File: src/rtl/pcu_pkg.sv
package pcu_pkg;

    typedef enum logic {
        MODE_INSTANT = 1'b0,
        MODE_OFFSET  = 1'b1
    } cmp_mode_e;

endpackage

File: src/rtl/pcu_edge_det.sv
// Rising-edge finder for a level sampled in the clk domain.
// History resets high so a level already high at reset release is no edge.
module pcu_edge_det (
    input  logic clk,
    input  logic rst_n,
    input  logic lvl_i,
    output logic rise_o
);

    typedef struct packed {
        logic lvl;
    } edge_st_t;

    edge_st_t st_d, st_q;

    always_comb begin
        st_d     = st_q;
        st_d.lvl = lvl_i;
        rise_o   = lvl_i & ~st_q.lvl;
    end

    always_ff @(posedge clk or negedge rst_n) begin
        if (!rst_n) begin
            st_q.lvl <= 1'b1;
        end else begin
            st_q <= st_d;
        end
    end

endmodule

File: src/rtl/pcu_cmp_load.sv
// Target register with mode-selected load source.
module pcu_cmp_load
    import pcu_pkg::*;
#(
    parameter int W = 16
) (
    input  logic         clk,
    input  logic         rst_n,
    input  cmp_mode_e    mode_i,
    input  logic         rise_i,
    input  logic [W-1:0] pos_i,
    input  logic [W-1:0] ofs_i,
    input  logic [W-1:0] sw_val_i,
    input  logic         sw_wr_i,
    output logic         load_o,
    output logic [W-1:0] cmp_o
);

    typedef struct packed {
        logic [W-1:0] cmp;
    } load_st_t;

    load_st_t     st_d, st_q;
    logic [W-1:0] reload_sum;
    logic [W-1:0] src_val;

    always_comb begin
        // two's-complement add, wraps at width W
        reload_sum = pos_i + ofs_i;
        st_d       = st_q;
        unique case (mode_i)
            MODE_OFFSET: begin
                load_o  = rise_i;
                src_val = reload_sum;
            end
            default: begin
                load_o  = sw_wr_i;
                src_val = sw_val_i;
            end
        endcase
        if (load_o) begin
            st_d.cmp = src_val;
        end
        cmp_o = st_q.cmp;
    end

    always_ff @(posedge clk or negedge rst_n) begin
        if (!rst_n) begin
            st_q.cmp <= '0;
        end else begin
            st_q <= st_d;
        end
    end

endmodule

File: src/rtl/pcu_match.sv
// Equality detector with arm flag; pulse is registered.
module pcu_match #(
    parameter int W = 16
) (
    input  logic         clk,
    input  logic         rst_n,
    input  logic [W-1:0] pos_i,
    input  logic [W-1:0] cmp_i,
    input  logic         load_i,
    output logic         match_o
);

    typedef struct packed {
        logic armed;
        logic match;
    } match_st_t;

    match_st_t st_d, st_q;
    logic      eq;

    always_comb begin
        eq          = (pos_i == cmp_i);
        st_d        = st_q;
        // report against the target in use this cycle
        st_d.match  = eq & st_q.armed;
        // re-arm on reload or when the count leaves the target
        st_d.armed  = load_i | ~eq;
        match_o     = st_q.match;
    end

    always_ff @(posedge clk or negedge rst_n) begin
        if (!rst_n) begin
            st_q.armed <= 1'b0;
            st_q.match <= 1'b0;
        end else begin
            st_q <= st_d;
        end
    end

endmodule

File: src/rtl/pos_cmp_unit.sv
module pos_cmp_unit
    import pcu_pkg::*;
#(
    parameter int CNT_W = 16
) (
    input  logic             clk,
    input  logic             rst_n,
    input  logic [CNT_W-1:0] pos_cnt,
    input  logic             samp_clk,
    input  logic             mode_offset,
    input  logic [CNT_W-1:0] offset_val,
    input  logic [CNT_W-1:0] sw_cmp_val,
    input  logic             sw_cmp_wr,
    output logic             match_pulse,
    output logic [CNT_W-1:0] cmp_val_out
);

    logic      samp_rise;
    logic      load_stb;
    cmp_mode_e mode_sel;

    assign mode_sel = cmp_mode_e'(mode_offset);

    pcu_edge_det u_edge (
        .clk    (clk),
        .rst_n  (rst_n),
        .lvl_i  (samp_clk),
        .rise_o (samp_rise)
    );

    pcu_cmp_load #(.W(CNT_W)) u_load (
        .clk      (clk),
        .rst_n    (rst_n),
        .mode_i   (mode_sel),
        .rise_i   (samp_rise),
        .pos_i    (pos_cnt),
        .ofs_i    (offset_val),
        .sw_val_i (sw_cmp_val),
        .sw_wr_i  (sw_cmp_wr),
        .load_o   (load_stb),
        .cmp_o    (cmp_val_out)
    );

    pcu_match #(.W(CNT_W)) u_match (
        .clk     (clk),
        .rst_n   (rst_n),
        .pos_i   (pos_cnt),
        .cmp_i   (cmp_val_out),
        .load_i  (load_stb),
        .match_o (match_pulse)
    );

endmodule

File: config.mk
export PLATFORM = sky130hd
export DESIGN_NAME = pos_cmp_unit
export DESIGN_NICKNAME = d
export VERILOG_FILES = /design/src/rtl/pcu_pkg.sv /design/src/rtl/pcu_edge_det.sv /design/src/rtl/pcu_cmp_load.sv /design/src/rtl/pcu_match.sv /design/src/rtl/pos_cmp_unit.sv
export SDC_FILE = /design/constraint.sdc
export NUM_CORES = 1
export LEC_CHECK = 0
export BUFFER_PORTS_ARGS = -buffer_cell sky130_fd_sc_hd__clkbuf_2
export CAP_MARGIN = 20
export CORE_MARGIN = 2
export CORE_UTILIZATION = 53
export DETAILED_ROUTE_END_ITERATION = 12
export GPL_ROUTABILITY_DRIVEN = 0
export PLACE_DENSITY = 0.89
export SKIP_CTS_REPAIR_TIMING = 1
export SLEW_MARGIN = 20
export SYNTH_ARGS = -nofsm -noshare
export SYNTH_HDL_FRONTEND = slang
export SYNTH_SLANG_ARGS = --single-unit
File: constraint.sdc
create_clock -name clk -period 3.3 [get_ports clk]
set_clock_uncertainty 0.05 [all_clocks]
set_input_delay 0.33 -clock clk [delete_from_list [all_inputs] [get_ports clk]]
set_output_delay 0.33 -clock clk [all_outputs]
set_load 0.005 [all_outputs]
# --- After elaboration in Yosys (flattened, before gate mapping) ---
# Cells that the tools add are included.
# Widths: inputs -> output; s select.
totals:
  mem_count: 0
  mem_bits_rw: 0
  inputBits: 53
  reg_bits: 19
  mem_bits_ro: 0
  word_cells: 13
  latch_bits: 0
  output_inout_bits: 17
classes:
  n_bitwise: 5
  n_eq_ne: 1
  n_reduce_logical: 0
  n_shift: 0
  n_mux: 2
  div_mod_pow: 0
  mul: 0
  order_cmp: 0
  add_sub_neg: 1
ops:
  columns: ["op", "n"]
  rows:
  - ["$add 16x16->16", 1]
  - ["$eq 16x16->1", 1]
  - ["$mux 16", 1]
  - ["$and 1x1->1", 2]
  - ["$not 1->1", 2]
  - ["$mux 1", 1]
  - ["$or 1x1->1", 1]

# --- Logic depth before layout (Yosys ltp) ---
logic_depth:
  depth_word: 4
  mapped_depth: 8
  depth_no_buf: 8

# --- Hierarchy ---
# A second synthesis with hierarchy kept.
unflattened:
  cells_unflattened: 191
  area_unflattened_um2: 1744.2
modules_own_cells:
  columns: ["module", "cells_per_inst", "area_each_um2", "instances", "seq_area_each_um2"]
  rows:
  - ["pcu_cmp_load", 164, 1463.9, 1, 400.4]
  - ["pcu_match", 25, 240.2, 1, 50.0]
  - ["pcu_edge_det", 2, 40.0, 1, 26.3]

# --- Worst setup path before layout ---
# OpenSTA, ideal clock, no wires.
synth_path:
  path_kind: "input to register"
  startpoint: "input pos_cnt[0]"
  endpoint: "register u_load.st_q (netlist bit u_load.cmp_o[14])"
  stages: 8
  n_path_buf: 0
  t_required_ns: 3.146
  t_arrival_ns: 1.886
  setup_time_ns: 0.104
  slack_ns: 1.261
  path_cell_list: "ha_1 -> fa_1 -> a21oi_1 -> o211a_1 -> o21ai_1 -> a21oi_1 -> xor2_1 -> a221oi_1"
synth_via:
  elab_chain_len: 2
synth_lines:
  columns: ["element", "line_no", "text"]
  rows:
  - ["from (decl)", "pos_cmp_unit.sv:8", "input logic [CNT_W-1:0] pos_cnt,"]
  - ["$add 16x16->16", "pcu_cmp_load.sv:29", "reload_sum = pos_i + ofs_i;"]
  - ["$mux 16", "pcu_cmp_load.sv:31", "unique case (mode_i)"]
  - ["to (signal assigned)", "pcu_cmp_load.sv:51", "st_q <= st_d;"]
  - ["to (decl)", "pcu_cmp_load.sv:23", "load_st_t st_d, st_q;"]
# No other way between the ends.
# A chain may end at the register's enable or synchronous reset.

# --- Worst setup path in the final report ---
layout_path:
  startpoint: "register u_edge.st_q"
  endpoint: "register u_load.st_q (netlist bit u_load.cmp_o[6])"
layout_via:
  elab_chain_len: 3
layout_lines:
  columns: ["element", "line_no", "text"]
  rows:
  - ["from (decl)", "pcu_edge_det.sv:14", "edge_st_t st_d, st_q;"]
  - ["from (signal assigned)", "pcu_edge_det.sv:26", "st_q <= st_d;"]
  - ["$not 1->1", "pcu_edge_det.sv:19", "rise_o = lvl_i & ~st_q.lvl;"]
  - ["$and 1x1->1", "pcu_edge_det.sv:19", null]
  - ["$mux 1", "pcu_cmp_load.sv:31", null]
# No other way between the ends.

==> metrics.md <==
| Metric | Value |
|---|---|
| Syn Nets | `268` |
| Die outline area | `3859 um2` |
| Fillcell total | `279` |
| Startpoint of the worst-slack reg-to-reg timing path | `u_edge.st_q` |
| Instance count along the most critical hold path | `1` |
| Std-Cell Core Area | `3284 um2` |
| Port Buffers | `69` |
| Power density over cell area | `357.0 nW/um2` |
| Sum of negative setup slack | `0 ns` |
| Height of the die | `62.12 um` |
| Via-per-instance ratio | `5.856` |
| Reg2reg end | `u_load.cmp_o[6]` |
| Final global-route overflow total | `0` |
| Number of nets in the layout | `337` |
| Final routed wirelength across all metal layers | `4.827 mm` |
| Critical Path Fanout Max | `15` |
| Number of H-tree levels | `1` |
| Combinational Power Share | `0.444` |
| Final hold viol count | `0` |
| Top-level I/O count | `70` |
| Post-DR wirelength/cell | `15.42 um` |
| Yosys synthesis warning count | `0` |
| Crit path launch type | `register` |
| Antenna-violating nets left | `0` |
| Clk sink count | `19` |
| Setup repair after global routing missed its margin | `no` |
| Remaining design rule violation count | `0` |
| Effective utilization at floorplan | `0.5451` |
| Ratio of final minimum period to clock period | `0.6825` |
| Area Growth Syn to Fin | `22.92%` |
| Die span in x | `62.12 um` |
| Biggest area contributors in the synthesized netlist | `sky130_fd_sc_hd__dfrtp_1 (25%), sky130_fd_sc_hd__xnor2_1 (11%), sky130_fd_sc_hd__ha_1 (10%), sky130_fd_sc_hd__a211oi_1 (4.2%), sky130_fd_sc_hd__a21oi_1 (4.2%)` |
| Area of all placed cells without fillers | `2201 um2` |
| Mapped cell area | `1790 um2` |
| Reported net switching power | `0.0003004 W` |
| Net switching share of the total power | `0.3824` |
| Signal arrival time at the worst endpoint | `2.43 ns` |
| Most numerous cell types in the synthesized netlist | `sky130_fd_sc_hd__xnor2_1 (23), sky130_fd_sc_hd__dfrtp_1 (18), sky130_fd_sc_hd__nand2_1 (17)` |
| Post-placement cell area | `2165 um2` |
| Total GRT Usage | `0.2613` |
| Slew @ Worst Pin | `1.015 ns` |
| Maximum VDD drop | `126.8 uV` |
| Tightest slew margin relative to the limit | `0.3231` |
| Class of the tightest hold or removal check | `primary input to register` |
| Pre-Repair DR Iteration Count | `6` |
| Required time reported for the critical path endpoint | `3.48 ns` |
| Yosys reg bits | `19` |
| Count of routing violations after the opening detailed-route iteration | `74` |
| Most frequently used flop master after synthesis | `sky130_fd_sc_hd__dfrtp_1` |
| Cell count after synthesis | `199` |
| Leak Pwr | `1.029 nW` |
| Total CTS buffers | `3` |
| Setup crit end kind | `register` |
| Part of the power in registers | `0.390` |
| Area leader, netlist | `sky130_fd_sc_hd__dfrtp_1` |
| FFs w/ async S/R, synth | `1.000` |
| Library cell with the highest instance count after synthesis | `sky130_fd_sc_hd__xnor2_1` |
| Origin of the worst min-delay path | `samp_clk` |
| Share of the synthesized area in the top cell type | `0.2516` |
| Depth of the worst register-to-register path | `6` |
| Clock tree root buffer cell | `sky130_fd_sc_hd__clkbuf_4` |
| Unique cell type count in the Yosys netlist | `44` |
| Proportion of power drawn by the clock network | `0.165` |
| Max-slew violation count | `0` |
| Number of rows in the core area | `21` |
| Crit path time final | `2.252 ns` |
| Critical path start-end classification | `register to register` |
| R2R setup slack | `1.05 ns` |
| Wire length of the first global-routing pass | `8.190 mm` |
| CTS clock-pin slew for the worst setup and hold paths | `0.13 ns` |
| Vias after detailed routing | `1833` |
| Worst hold path endpoint | `u_edge.st_q` |
| Post-synth EDFFs | `0` |
| Final standard cell utilization of the core | `0.6701` |
| Highest attainable clock frequency | `444.0 MHz` |
| Clock tree from TritonCTS | `built` |
| Post-synthesis area per instance | `8.997 um2` |
| Antenna violations before repair | `0` |
| Largest net degree at the start of global routing | `24` |
| Internal power of the cells | `0.0004852 W` |
| Max-cap check violation count | `0` |
| Clock latency at the later pin of the worst-skew pair | `0.31 ns` |
| Final setup violating endpoints | `0` |
| Share of the yosys chip area belonging to registers | `0.2662` |
| Post-detailed-placement half-perimeter wirelength | `3.816 mm` |
| Fraction of layout instances using a drive strength above 1 | `0.3109` |
| Outcome | `finished, final reports clean` |
| Clock Tree Buf Depth | `2` |
| Via count of the first global-routing pass | `1842` |
| Antenna Diode Count | `0` |
## power groups by stage
stage | sequential, W | clock, W | combinational [W]
after global routing | 0.000312 | 0.000142 | 0.000388
after CTS | 0.000306 | 0.000127 | 0.000348
after global placement | 0.000308 | 0 | 0.000337
final | 0.000307 | 0.000130 | 0.000349
after detailed placement | 0.000310 | 0 | 0.000343
after floorplan | 0.000306 | 0 | 0.000223
## logic make-up (layout without fill, tap and decap cells)
logic type                 after synthesis  in the layout  share of synthesized area
adders and majority gates               16             16                     0.1160
AOI/OAI and AO/OA                       65             65                     0.2613
xor gates and xnor gates                30             30                     0.1467
buffers and inverters                   11             79                    0.02865
and+or+nand+nor                         52             52                     0.1474
DFF                                     19             19                     0.2662
muxes                                    6              6                    0.03354
## per-layer routing
metal / wire length [um] / global-route usage / share of wire / vias up
met4: 214 / 0.1306 / 0.044 / 0
met3: 314 / 0.03986 / 0.065 / 23
met1: 1947 / 0.3249 / 0.40 / 847
li1: - / - / - / 872
met2: 2350 / 0.4416 / 0.49 / 91
met5: 0 / 0 / 0 / -
## placed cells by master (no fill, tap or decap), drive strengths merged, types with 2 or more instances in the layout
cell type / n
a21o: 4
o31a: 2
a211oi: 11
nor3: 2
nor4: 2
and3: 3
o21ai: 14
xor2: 7
a221oi: 6
nand2: 17
o31ai: 2
ha: 15
nand4: 5
xnor2: 23
nor2b: 9
o21a: 2
nor2: 8
o22ai: 2
mux2i: 6
dfrtp: 18
clkbuf: 73
a21oi: 17
and2: 2
inv: 4
## stage by stage
step	std cells	worst slack, ns	total power [W]	hold slack (ns)
final	313	1.048	0.0007856	0.03655
after CTS	312	1.073	0.0007806	-0.07652
after global placement	308	1.012	0.0006451	0.2603
after global routing	313	0.8840	0.0008413	0.03631
after floorplan	199	1.261	0.0005289	-0.01559
after detailed placement	308	0.9415	0.0006531	0.2631
## how the worst max path moves through the flow
stage                           start          endpoint  slack [ns]  depth (start not counted)
final                     u_edge.st_q   u_load.cmp_o[6]        1.05                          6
after detailed placement   pos_cnt[0]  u_load.cmp_o[10]        0.94                          9
after floorplan            pos_cnt[0]  u_load.cmp_o[14]        1.26                          8
after global placement     pos_cnt[0]  u_load.cmp_o[10]        1.01                          9
after global routing      u_edge.st_q   u_load.cmp_o[3]        0.88                          5
after CTS                 u_edge.st_q   u_load.cmp_o[6]        1.07                          6
## registers in the layout (all words and copies together), names as in the netlist
signal / cells
u_load.cmp_o: 16
u_edge.st_q: 1
u_match.st_q: 1
u_match.match_o: 1
## critical path: stages (launching register included)
cell	delay, ns
sky130_fd_sc_hd__dfstp_2	0.54
sky130_fd_sc_hd__nor2b_1	0.04
sky130_fd_sc_hd__buf_4	0.16
sky130_fd_sc_hd__and2_1	0.26
sky130_fd_sc_hd__a21oi_1	0.81
sky130_fd_sc_hd__a21oi_1	0.19
sky130_fd_sc_hd__o21ai_0	0.12
## layout make-up
| type | instances | area, um2 | share of cell area |
|---|---|---|---|
| well taps | 46 | 57.56 | 0.02615 |
| inverters | 4 | 15.01 | 0.006822 |
| multi-input cells | 169 | 1262 | 0.5736 |
| flip-flops and latches | 19 | 476.7 | 0.2166 |
| clock buffers | 4 | 26.28 | 0.01194 |
| repair buffers | 71 | 362.8 | 0.1649 |
Note: power is estimated with default switching activity, not from simulation.
